$ cat config.mk
export PLATFORM = sky130hd
export DESIGN_NAME = pscfg_master
export DESIGN_NICKNAME = d
export VERILOG_FILES = /design/src/rtl/pscfg_pkg.sv /design/src/rtl/pscfg_timer.sv /design/src/rtl/pscfg_shift.sv /design/src/rtl/pscfg_master.sv
export SDC_FILE = /design/constraint.sdc
export NUM_CORES = 1
export LEC_CHECK = 0
export CAP_MARGIN = 40
export CELL_PAD_IN_SITES_DETAIL_PLACEMENT = 0
export CELL_PAD_IN_SITES_GLOBAL_PLACEMENT = 2
export CORE_ASPECT_RATIO = 1.2
export CORE_UTILIZATION = 36
export CTS_CLUSTER_DIAMETER = 200
export DETAILED_ROUTE_END_ITERATION = 12
export DONT_BUFFER_PORTS = 1
export HOLD_SLACK_MARGIN = 0.05
export PLACE_DENSITY = 0.74
export SLEW_MARGIN = 30
export SYNTH_ARGS = -nofsm -noshare
export SYNTH_HDL_FRONTEND = slang
export SYNTH_SLANG_ARGS = --single-unit
$ cat constraint.sdc
create_clock -name clk -period 2.3 [get_ports clk]
set_input_delay 0.115 -clock clk [delete_from_list [all_inputs] [get_ports clk]]
set_output_delay 0.115 -clock clk [all_outputs]
set_load 0.05 [all_outputs]
$ cat src/rtl/pscfg_pkg.sv
package pscfg_pkg;

   typedef enum logic [2:0] {
      ST_IDLE,
      ST_PULSE,
      ST_SETTLE,
      ST_POLL,
      ST_LOAD,
      ST_CHECK,
      ST_TAIL
   } cfg_state_e;

   typedef enum logic [2:0] {
      ERR_NONE    = 3'd0,
      ERR_NOACK   = 3'd1,
      ERR_TIMEOUT = 3'd2,
      ERR_NODONE  = 3'd3,
      ERR_ABORT   = 3'd4
   } cfg_err_e;

   typedef enum logic [1:0] {
      PH_LOW,
      PH_SETUP,
      PH_HIGH
   } bit_phase_e;

endpackage

$ cat src/rtl/pscfg_timer.sv
module pscfg_timer #(
   parameter int unsigned W = 8
) (
   input  logic         clk,
   input  logic         rst_n,
   input  logic         load_i,
   input  logic [W-1:0] val_i,
   output logic         expired_o
);

   logic [W-1:0] cnt_q;

   always_ff @(posedge clk or negedge rst_n) begin
      if (!rst_n) begin
         cnt_q <= '0;
      end else if (load_i) begin
         cnt_q <= val_i;
      end else if (cnt_q != '0) begin
         cnt_q <= cnt_q - 1'b1;
      end
   end

   assign expired_o = (cnt_q == '0);

endmodule

$ cat src/rtl/pscfg_shift.sv
module pscfg_shift
   import pscfg_pkg::*;
#(
   parameter int unsigned PHASE_DIV = 1
) (
   input  logic       clk,
   input  logic       rst_n,
   input  logic       run_i,
   input  logic       want_i,
   input  logic       flush_i,
   input  logic [7:0] in_data_i,
   input  logic       in_valid_i,
   output logic       in_ready_o,
   output logic       sclk_o,
   output logic       sdata_o,
   output logic       idle_o
);

   localparam int unsigned DW = (PHASE_DIV > 1) ? $clog2(PHASE_DIV) : 1;

   logic [7:0] sh_q;
   logic [3:0] left_q;
   bit_phase_e ph_q;
   logic       sclk_q;
   logic       sdata_q;
   logic       tick;
   logic       empty;
   logic       accept;
   logic       advance;

   assign empty      = (left_q == 4'd0);
   assign in_ready_o = run_i && want_i && empty;
   assign accept     = in_ready_o && in_valid_i;
   assign advance    = !empty && tick;

   generate
      if (PHASE_DIV == 1) begin : g_fast
         assign tick = 1'b1;
      end else begin : g_div
         logic [DW-1:0] dc_q;
         always_ff @(posedge clk or negedge rst_n) begin
            if (!rst_n) begin
               dc_q <= DW'(PHASE_DIV - 1);
            end else if (flush_i || accept || advance) begin
               dc_q <= DW'(PHASE_DIV - 1);
            end else if (dc_q != '0) begin
               dc_q <= dc_q - 1'b1;
            end
         end
         assign tick = (dc_q == '0);
      end
   endgenerate

   always_ff @(posedge clk or negedge rst_n) begin
      if (!rst_n) begin
         sh_q    <= '0;
         left_q  <= '0;
         ph_q    <= PH_LOW;
         sclk_q  <= 1'b0;
         sdata_q <= 1'b0;
      end else if (flush_i) begin
         left_q  <= '0;
         ph_q    <= PH_LOW;
         sclk_q  <= 1'b0;
         sdata_q <= 1'b0;
      end else if (accept) begin
         sh_q   <= in_data_i;
         left_q <= 4'd8;
         ph_q   <= PH_LOW;
      end else if (advance) begin
         case (ph_q)
            PH_LOW: begin
               ph_q    <= PH_SETUP;
               sdata_q <= sh_q[0];
            end
            PH_SETUP: begin
               ph_q   <= PH_HIGH;
               sclk_q <= 1'b1;
            end
            default: begin
               sclk_q <= 1'b0;
               sh_q   <= {1'b0, sh_q[7:1]};
               left_q <= left_q - 1'b1;
               ph_q   <= PH_LOW;
            end
         endcase
      end
   end

   assign sclk_o  = sclk_q;
   assign sdata_o = sdata_q;
   assign idle_o  = empty;

   // data is settled before the rising clock edge
   a_r5_data_stable_at_rise: assert property (@(posedge clk) disable iff (!rst_n)
      $rose(sclk_q) |-> $stable(sdata_q));

   // no clock activity once the shifter has run dry
   a_r7_no_clock_when_empty: assert property (@(posedge clk) disable iff (!rst_n)
      empty |-> !sclk_q);

endmodule

$ cat src/rtl/pscfg_master.sv
module pscfg_master
   import pscfg_pkg::*;
#(
   parameter int unsigned PULSE_CYC   = 100,
   parameter int unsigned SETTLE_CYC  = 100,
   parameter int unsigned TIMEOUT_CYC = 5000000,
   parameter int unsigned PHASE_DIV   = 1,
   parameter int unsigned TAIL_CLKS   = 12,
   parameter int unsigned CNT_W       = 24
) (
   input  logic             clk,
   input  logic             rst_n,
   input  logic             start_i,
   input  logic [CNT_W-1:0] byte_count_i,
   input  logic [7:0]       in_data_i,
   input  logic             in_valid_i,
   output logic             in_ready_o,
   input  logic             abort_i,
   input  logic             status_n_i,
   input  logic             conf_done_i,
   output logic             cfg_req_n_o,
   output logic             dclk_o,
   output logic             ddata_o,
   output logic             busy_o,
   output logic             ok_o,
   output logic             fail_o,
   output logic [2:0]       err_code_o
);

   localparam int unsigned M1   = (PULSE_CYC > SETTLE_CYC) ? PULSE_CYC : SETTLE_CYC;
   localparam int unsigned M2   = (M1 > TIMEOUT_CYC) ? M1 : TIMEOUT_CYC;
   localparam int unsigned TMAX = (M2 > PHASE_DIV) ? M2 : PHASE_DIV;
   localparam int unsigned TW   = $clog2(TMAX + 1);
   localparam int unsigned NW   = $clog2(TAIL_CLKS + 1);

   generate
      if (PULSE_CYC < 1)   begin : g_bad_pulse   $error("PULSE_CYC must be at least 1");   end
      if (SETTLE_CYC < 1)  begin : g_bad_settle  $error("SETTLE_CYC must be at least 1");  end
      if (TIMEOUT_CYC < 1) begin : g_bad_timeout $error("TIMEOUT_CYC must be at least 1"); end
      if (PHASE_DIV < 1)   begin : g_bad_div     $error("PHASE_DIV must be at least 1");   end
      if (TAIL_CLKS < 1)   begin : g_bad_tail    $error("TAIL_CLKS must be at least 1");   end
      if (CNT_W < 1)       begin : g_bad_cnt     $error("CNT_W must be at least 1");       end
   endgenerate

   cfg_state_e       state_q, st_nxt;
   cfg_err_e         err_q, err_nxt;
   logic [CNT_W-1:0] total_q, taken_q;
   logic [NW-1:0]    tail_n_q, tail_n_nxt;
   logic             tail_clk_q, tail_clk_nxt;
   logic             ok_q, ok_nxt, fail_q, fail_nxt;
   logic             tmr_load, tmr_exp;
   logic [TW-1:0]    tmr_val;
   logic             abort_hit, want, accept;
   logic             sh_sclk, sh_sdata, sh_idle;

   assign abort_hit = abort_i && (state_q != ST_IDLE);
   assign want      = (taken_q != total_q);
   assign accept    = in_ready_o && in_valid_i;

   pscfg_timer #(.W(TW)) u_timer (
      .clk       (clk),
      .rst_n     (rst_n),
      .load_i    (tmr_load),
      .val_i     (tmr_val),
      .expired_o (tmr_exp)
   );

   pscfg_shift #(.PHASE_DIV(PHASE_DIV)) u_shift (
      .clk        (clk),
      .rst_n      (rst_n),
      .run_i      (state_q == ST_LOAD),
      .want_i     (want),
      .flush_i    (abort_hit),
      .in_data_i  (in_data_i),
      .in_valid_i (in_valid_i),
      .in_ready_o (in_ready_o),
      .sclk_o     (sh_sclk),
      .sdata_o    (sh_sdata),
      .idle_o     (sh_idle)
   );

   always_comb begin
      st_nxt       = state_q;
      err_nxt      = ERR_NONE;
      ok_nxt       = 1'b0;
      fail_nxt     = 1'b0;
      tail_clk_nxt = tail_clk_q;
      tail_n_nxt   = tail_n_q;
      tmr_load     = 1'b0;
      tmr_val      = '0;
      if (abort_hit) begin
         st_nxt       = ST_IDLE;
         fail_nxt     = 1'b1;
         err_nxt      = ERR_ABORT;
         tail_clk_nxt = 1'b0;
      end else begin
         case (state_q)
            ST_IDLE: begin
               if (start_i) begin
                  st_nxt   = ST_PULSE;
                  tmr_load = 1'b1;
                  tmr_val  = TW'(PULSE_CYC - 1);
               end
            end
            ST_PULSE: begin
               if (tmr_exp) begin
                  if (!status_n_i) begin
                     st_nxt   = ST_SETTLE;
                     tmr_load = 1'b1;
                     tmr_val  = TW'(SETTLE_CYC - 1);
                  end else begin
                     st_nxt   = ST_IDLE;
                     fail_nxt = 1'b1;
                     err_nxt  = ERR_NOACK;
                  end
               end
            end
            ST_SETTLE: begin
               if (tmr_exp) begin
                  st_nxt   = ST_POLL;
                  tmr_load = 1'b1;
                  tmr_val  = TW'(TIMEOUT_CYC - 1);
               end
            end
            ST_POLL: begin
               if (status_n_i) begin
                  st_nxt = (total_q == '0) ? ST_CHECK : ST_LOAD;
               end else if (tmr_exp) begin
                  st_nxt   = ST_IDLE;
                  fail_nxt = 1'b1;
                  err_nxt  = ERR_TIMEOUT;
               end
            end
            ST_LOAD: begin
               if (!want && sh_idle) begin
                  st_nxt = ST_CHECK;
               end
            end
            ST_CHECK: begin
               if (conf_done_i) begin
                  st_nxt       = ST_TAIL;
                  tail_clk_nxt = 1'b1;
                  tail_n_nxt   = '0;
                  tmr_load     = 1'b1;
                  tmr_val      = TW'(PHASE_DIV - 1);
               end else begin
                  st_nxt   = ST_IDLE;
                  fail_nxt = 1'b1;
                  err_nxt  = ERR_NODONE;
               end
            end
            ST_TAIL: begin
               if (tmr_exp) begin
                  if (tail_clk_q) begin
                     tail_clk_nxt = 1'b0;
                     tmr_load     = 1'b1;
                     tmr_val      = TW'(PHASE_DIV - 1);
                  end else if (tail_n_q == NW'(TAIL_CLKS - 1)) begin
                     st_nxt = ST_IDLE;
                     ok_nxt = 1'b1;
                  end else begin
                     tail_n_nxt   = tail_n_q + 1'b1;
                     tail_clk_nxt = 1'b1;
                     tmr_load     = 1'b1;
                     tmr_val      = TW'(PHASE_DIV - 1);
                  end
               end
            end
            default: st_nxt = ST_IDLE;
         endcase
      end
   end

   always_ff @(posedge clk or negedge rst_n) begin
      if (!rst_n) begin
         state_q    <= ST_IDLE;
         err_q      <= ERR_NONE;
         ok_q       <= 1'b0;
         fail_q     <= 1'b0;
         tail_clk_q <= 1'b0;
         tail_n_q   <= '0;
         total_q    <= '0;
         taken_q    <= '0;
      end else begin
         state_q    <= st_nxt;
         err_q      <= err_nxt;
         ok_q       <= ok_nxt;
         fail_q     <= fail_nxt;
         tail_clk_q <= tail_clk_nxt;
         tail_n_q   <= tail_n_nxt;
         if ((state_q == ST_IDLE) && start_i) begin
            total_q <= byte_count_i;
            taken_q <= '0;
         end else if (accept) begin
            taken_q <= taken_q + 1'b1;
         end
      end
   end

   assign cfg_req_n_o = (state_q != ST_PULSE);
   assign dclk_o      = sh_sclk | tail_clk_q;
   assign ddata_o     = sh_sdata;
   assign busy_o      = (state_q != ST_IDLE);
   assign ok_o        = ok_q;
   assign fail_o      = fail_q;
   assign err_code_o  = err_q;

   // a cancel while busy returns the link to idle in one cycle
   a_r10_abort_idles: assert property (@(posedge clk) disable iff (!rst_n)
      (state_q != ST_IDLE && abort_i) |=>
         (fail_o && err_code_o == 3'd4 && cfg_req_n_o && !dclk_o && !busy_o));

   // result pulses last one cycle and exclude each other
   a_r11_ok_single: assert property (@(posedge clk) disable iff (!rst_n)
      ok_o |=> !ok_o);
   a_r11_fail_single: assert property (@(posedge clk) disable iff (!rst_n)
      fail_o |=> !fail_o);
   a_r11_exclusive: assert property (@(posedge clk) disable iff (!rst_n)
      !(ok_o && fail_o));

   // a no-answer failure follows a high status sample
   a_r3_noack_cause: assert property (@(posedge clk) disable iff (!rst_n)
      (fail_o && err_code_o == 3'd1) |-> $past(status_n_i));

   // bytes move only during a sequence with the request released
   a_r7_accept_when_busy: assert property (@(posedge clk) disable iff (!rst_n)
      (in_ready_o && in_valid_i) |-> (busy_o && cfg_req_n_o));

   // success is reported with the serial clock back low
   a_r9_ok_clock_low: assert property (@(posedge clk) disable iff (!rst_n)
      ok_o |-> !dclk_o);

endmodule

## Word level (Yosys, flattened, before mapping)

Cells that the tools add are included.

- Word-level logic and storage cells: 158
- Output and inout bits: 10
- Input port bits: 39
- Bits in registers: 100

- Mux-type cells: 81
- Equal/unequal tests: 30
- Bitwise gates (word level): 2
- Reductions and logical operators: 27
- Add/subtract/negate cells: 4

Operators with widths:

| operator | count |
|---|---|
| $mux W23 | 4 |
| $pmux W23 S3 | 1 |
| $mux W24 | 2 |
| $mux W3 | 12 |
| $mux W1 | 33 |
| $mux W4 | 8 |
| $ne A3 B3 Y1 const B | 9 |
| $add A24 B1 Y24 const B | 1 |
| $logic_not A24 Y1 | 1 |
| $mux W8 | 3 |
| $ne A24 B24 Y1 | 1 |
| $logic_not A23 Y1 | 1 |
| $reduce_bool A23 Y1 | 1 |
| $sub A23 B1 Y23 const B | 1 |
| $mux W7 | 3 |
| $pmux W3 S7 | 1 |
| $ne A2 B2 Y1 const B | 8 |
| $mux W2 | 7 |
| $reduce_and A3 Y1 | 4 |
| $eq A3 B3 Y1 const B | 3 |
| $pmux W4 S2 | 1 |
| $reduce_and A8 Y1 | 1 |
| $reduce_bool A2 Y1 | 4 |
| $eq A3 B2 Y1 const B | 2 |
| 24 further kinds | 32 |

## Longest topological paths before layout

- Depth after elaboration: 7
- Gate-level depth with buffers: 10
- Gate-level depth less buffers: 8

## Hierarchy

From an unflattened synthesis, not the netlist that was laid out.

- Cells, all modules: 552
- Area, all modules: 5584.1 sq um

By module, submodules not included:

| module | sequential area each (sq um) | cells an instance | instances | area an instance (sq um) |
|---|---|---|---|---|
| pscfg_master | 1526.5 | 318 | 1 | 3313.2 |
| pscfg_timer | 575.6 | 143 | 1 | 1305.0 |
| pscfg_shift | 400.4 | 91 | 1 | 965.9 |

## Worst setup path before layout

OpenSTA, ideal clock, no wires.

- Path kind: flip-flop to flip-flop
- Start: register u_timer.cnt_q[0]
- End: register u_timer.cnt_q[19]
- Path buffers: 1
- Setup time: 66 ps
- Arrival: 2321 ps
- Slack: -87 ps
- Cell stages (with the launch flop): 9
- Clock period less this slack: 2387 ps
- Required time: 2234 ps
- Path through: dfrtp_1 > inv_1 > ha_1 > or4b_4 > nor4b_4 > nand3_2 > or4_1 > buf_6 > nand2_1

- Cells in the longest elaborated chain, start to end: 5
- Elaborated cells between the ends (all ways): 14
- Classes of those cells: add/sub: 1; mux: 10; reduce/logical: 3

RTL lines:

| item | line | RTL |
|---|---|---|
| start: declaration | pscfg_timer.sv:11 | `logic [W-1:0] cnt_q;` |
| start signal: assignment | pscfg_timer.sv:17 | `cnt_q <= val_i;` |
| start signal: assignment | pscfg_timer.sv:19 | `cnt_q <= cnt_q - 1'b1;` |
| branches (longest 5 deep; another with $sub A23 B1 Y23) | - |  |

Several ways; the timed one is not identified. The select of a mux whose other input is x is not followed.
A chain may end at the register's enable or synchronous reset.

## Worst setup path in the final report

- Start: register u_timer.cnt_q[0]
- End: register tail_n_q[2]

- Cells in the longest elaborated chain, start to end: 3

RTL lines:

| item | line | RTL |
|---|---|---|
| $logic_not A23 Y1 | pscfg_timer.sv:23 | `assign expired_o = (cnt_q == '0);` |
| $ne A2 B2 Y1 (no source line) | - |  |
| $reduce_and A6 Y1 (no source line) | - |  |
| end signal: assignment | pscfg_master.sv:190 | `tail_n_q <= tail_n_nxt;` |
| end: declaration | pscfg_master.sv:48 | `logic [NW-1:0] tail_n_q, tail_n_nxt;` |

No other way between the ends.

==> implementation parameters <==
Parameter                              Value

Power
  Pwr dens    about 1100 mW/mm^2
  Static power due to leakage    between 2 and 3 nW
  Worst voltage drop across the vdd grid    ~440 uV

GRT
  Number of global-route vias before repair    ~4.6k
  Grt ovf    0
  First-pass GRT wire length    between 20000 and 25000 um
  All-layer global routing usage    between 20% and 30%
  Antenna violations before repair    0
  Maximum number of pins on one net before global-route repair    about 100

Timing
  Final slew viol count    0
  Transition time of the tightest slew-check pin    543.6 ps
  Tightest slew margin relative to the limit    ~63%
  Final setup TNS    0 ps
  Final count of negative-setup-slack endpoints    0
  Count of final hold-check violations    100
  Worst Hold Slack    -554.9 ps
  Min Clock Period, post-route    2263 ps
  Unrepaired setup endpoints after global routing    true
  Max Fclk    442.0 MHz
  Period utilisation layout    around 98%
  Post-Route Skew    7.016 ps

Synth
  Leading post-synthesis cells by cell area    sky130_fd_sc_hd__dfrtp_1 46%, sky130_fd_sc_hd__nand2_1 9.7%, sky130_fd_sc_hd__xnor2_1 5.8%
  #FFs+latches synth    100
  Number of distinct library cells after synthesis    57
  Mean post-synth cell area    8.852 um^2
  Fraction of synthesized area in multiplexers    just over 2%
  Post-synthesis cell type with the largest combined area    sky130_fd_sc_hd__dfrtp_1
  Simple-gate portion of the synthesized area    between 20% and 30%
  Sequential share of the synthesized area    around 46%
  Compound-gate portion of the synthesized area    a little over a tenth
  Number of synthesis warnings    0
  Combinational family with the most area after synthesis    simple AND/OR/NAND/NOR gates
  Cells after synthesis    614
  Post-Synth XOR/XNOR Area    about 7.6%
  Post-Synthesis Net Count    between 600 and 700
  Mapped Area    0.005435 mm^2
  Post-synthesis async set-or-reset flop share    100.0%
  Flip-flop cell with the highest count after synthesis    sky130_fd_sc_hd__dfrtp_1
  Adder-cell area share of the yosys netlist    under 10%
  Number of flops mapped to enable cells by yosys    0
  Portion of synthesized cell area occupied by the leading cell type    between 40% and 50%

Clocking
  Number of sinks handled by clock tree synthesis    100
  Clock-pin slew of the registers on the worst-case setup and hold paths    approximately 70 ps
  Buffers from clock root to sink, at most    2
  Cell at the root of the clock tree    sky130_fd_sc_hd__clkbuf_16
  Quantity of hold-fixing buffers added after cts    35
  Count of H-tree levels built during CTS    3
  CTS Buf Count    9
  TritonCTS clock tree    yes
  Insertion delay to the later sink of the worst-skew pair    ~360 ps

Critical path
  Endpoint class of the critical path    register
  Critical path class    register to register
  Library cell contributing the largest single delay on the critical path    sky130_fd_sc_hd__or4b_4
  Top delay family on crit path    simple AND/OR/NAND/NOR gates
  Type of element launching the critical path    register
  Worst path cell trace    inv_2, ha_4, or4b_4, nor4b_4, buf_6, and3_4, o211ai_4, or3_1, a21oi_2
  Flop-to-flop setup slack    roughly 37 ps
  Crit Path Max Fanout    5
  Buffering stage count on the worst path with inverters included    2
  Data required, critical path    between 2000 and 3000 ps
  Delay of the slowest cell on the worst path    approximately 460 ps
  Data arrival at the endpoint of the critical path    about 2600 ps

Drt
  Met1 Wirelength    about 6500 um
  Number of iterations in the first detailed-routing pass    4
  Starting DRT DRC Count    roughly 240
  Total number of vias    ~4.7k
  Uppermost metal layer occupied by signal nets    met4
  Total length of routed wires    14520 um
  Met3 Wirelength    between 400 and 500 um
  Number of vias per cell after detailed routing    5.275
  Number of routed nets with antenna violations    0
  Total DRC errors in the routed layout    0
  Average wire per cell in the routed design    roughly 16 um
  Detailed-routed wire length on met2    around 7400 um

Placement
  Total instance count after detailed placement    a little over 800
  Placed Instance Area    ~0.006 mm^2
  RD Place Congestion    between 0.7 and 0.8
  IO buf count    0
  Final HPWL DP    about 10000 um

Floorplan
  DIE AREA    roughly 0.016 mm^2
  Y dimension of the die    136.6 um
  Starting Density    between 30% and 40%
  Core Region    0.01459 mm^2
  Count of standard-cell rows    between 40 and 50
  Top-level I/O count    just under 50
  Horizontal extent of the die    between 100 and 150 um

Outcome
  Violations in the final reports    hold timing
  Status    finished, violations left

Cells and area
  Count of antenna diodes in the layout    0
  Nets    between 700 and 800
  Ratio of cells with drive above 1 in the final layout    around 16%
  Area overhead of the layout relative to synthesis    24.56%
  Core Util, Final    a little under half
  Post-route standard cell area excluding fillers    about 0.0068 mm^2
  Count of filler cells inserted in the layout    between 1k and 1.5k
  Number of standard cells in the final layout excluding fillers    885

Flow run
  # Max-Cap Violations    0

Hold path
  Type of the tightest min-delay check    primary input to async pin
==> cells by family (layout without fill, tap and decap cells) <==
group | after synthesis | in the layout
AOI/OAI and AO/OA | 88 | 88
xor gates and xnor gates | 47 | 47
adders and majority gates | 5 | 5
buffers and inverters | 41 | 112
DFF | 100 | 100
muxes | 11 | 11
and+or+nand+nor | 322 | 322
==> cell usage after synthesis, types with 2 or more instances <==
master	count
sky130_fd_sc_hd__nand3_1	28
sky130_fd_sc_hd__dfrtp_1	100
sky130_fd_sc_hd__o21ai_2	2
sky130_fd_sc_hd__clkbuf_1	21
sky130_fd_sc_hd__nand2b_1	11
sky130_fd_sc_hd__nor2_1	38
sky130_fd_sc_hd__nor3_1	12
sky130_fd_sc_hd__o31ai_1	2
sky130_fd_sc_hd__o21ai_1	3
sky130_fd_sc_hd__o22ai_1	2
sky130_fd_sc_hd__or3_1	21
sky130_fd_sc_hd__inv_1	11
sky130_fd_sc_hd__and2_1	5
sky130_fd_sc_hd__buf_1	2
sky130_fd_sc_hd__ha_1	5
sky130_fd_sc_hd__nand4_1	15
sky130_fd_sc_hd__o211ai_1	7
sky130_fd_sc_hd__a21oi_1	33
sky130_fd_sc_hd__o32ai_1	2
sky130_fd_sc_hd__and3_1	8
sky130_fd_sc_hd__o21ai_0	17
sky130_fd_sc_hd__xnor2_1	36
sky130_fd_sc_hd__nand4b_1	3
sky130_fd_sc_hd__and4_1	2
sky130_fd_sc_hd__xor2_1	11
sky130_fd_sc_hd__mux2i_1	10
sky130_fd_sc_hd__or3b_2	2
sky130_fd_sc_hd__a21o_1	3
sky130_fd_sc_hd__buf_2	5
sky130_fd_sc_hd__nand2_1	141
sky130_fd_sc_hd__o221a_2	7
sky130_fd_sc_hd__or4_1	8
sky130_fd_sc_hd__nor4_1	16
sky130_fd_sc_hd__nor2b_1	2
==> stage by stage <==
step | setup slack [ps] | hold WS, ps | total power [mW]
6_report | 37.41 | -554.9 | 7.429
5_1_grt | -64.57 | -570.9 | 7.959
4_1_cts | -11.91 | -566.2 | 7.347
3_5_place_dp | -114.6 | -177.4 | 5.705
3_3_place_gp | -24.91 | -178.2 | 5.647
2_1_floorplan | 0.6390 | -180.6 | 4.711
==> routing by layer <==
| layer | track usage (%) | vias up |
|---|---|---|
| li1 | - | 2296 |
| met2 | 34.07 | 69 |
| met5 | 0 | - |
| met1 | 26.06 | 2286 |
| met4 | 8.153 | 0 |
| met3 | 2.524 | 17 |
==> area by class of cell <==
type | instances | area (um^2) | area share [%]
multi-input cells | 473 | 2917 | 43.08
flip-flops and latches | 100 | 2502 | 36.96
repair buffers | 84 | 770.7 | 11.38
well taps | 200 | 250.2 | 3.696
clock buffers | 10 | 239.0 | 3.530
clock inverters | 6 | 46.29 | 0.6838
inverters | 12 | 45.04 | 0.6653
==> flip-flops by register name (all words and copies together) (netlist names) <==
name and count:
u_shift.sclk_o 1, state_q 3, u_shift.sh_q 8, err_code_o 3
total_q 24, u_shift.sdata_o 1, ok_o 1, u_timer.cnt_q 23
tail_n_q 4, u_shift.left_q 4, u_shift.ph_q 2, taken_q 24
tail_clk_q 1, fail_o 1
==> final timing paths <==
check / cells after the start / startpoint / end
max: 9 / u_timer.cnt_q[0] / tail_n_q[2]
max reg2reg: 9 / u_timer.cnt_q[0] / tail_n_q[2]
min: 0 / rst_n / u_shift.sh_q[5]
min reg2reg: 2 / u_shift.sclk_o / u_shift.sclk_o
min in group clk: 3 / conf_done_i / tail_n_q[3]
max in group asynchronous: 0 / rst_n / total_q[1]
==> power by group <==
group	switching [mW]	internal, mW	total [mW]
clock	0.729	0.774	1.50
combinational	1.64	1.39	3.03
sequential	0.613	2.28	2.89
==> cell usage in the layout, fill, tap and decap left out, types with 5 or more instances in the layout <==
| cell | count |
|---|---|
| sky130_fd_sc_hd__o21ai_0 | 15 |
| sky130_fd_sc_hd__and2_1 | 5 |
| sky130_fd_sc_hd__nand2_1 | 141 |
| sky130_fd_sc_hd__nor4_1 | 13 |
| sky130_fd_sc_hd__and3_1 | 5 |
| sky130_fd_sc_hd__nor3_1 | 10 |
| sky130_fd_sc_hd__xnor2_1 | 35 |
| sky130_fd_sc_hd__mux2i_1 | 10 |
| sky130_fd_sc_hd__dlygate4sd3_1 | 35 |
| sky130_fd_sc_hd__dfrtp_1 | 100 |
| sky130_fd_sc_hd__nand4_1 | 15 |
| sky130_fd_sc_hd__buf_4 | 42 |
| sky130_fd_sc_hd__or4_1 | 7 |
| sky130_fd_sc_hd__xor2_1 | 11 |
| sky130_fd_sc_hd__nor2_1 | 38 |
| sky130_fd_sc_hd__or3_1 | 20 |
| sky130_fd_sc_hd__nand2b_1 | 11 |
| sky130_fd_sc_hd__inv_1 | 9 |
| sky130_fd_sc_hd__a21oi_1 | 29 |
| sky130_fd_sc_hd__o221a_2 | 7 |
| sky130_fd_sc_hd__nand3_1 | 27 |
| sky130_fd_sc_hd__o211ai_1 | 7 |
| sky130_fd_sc_hd__clkbuf_16 | 9 |
==> repair_timing <==
action / in CTS / in global routing
gates resized for setup: 11 / 23
endpoints found under the setup margin: 25 / 43
hold endpoints to repair: 137 / 100
setup buffers: 2 / 3
pin swaps: 6 / 7
(Power assumes the default switching activity.)
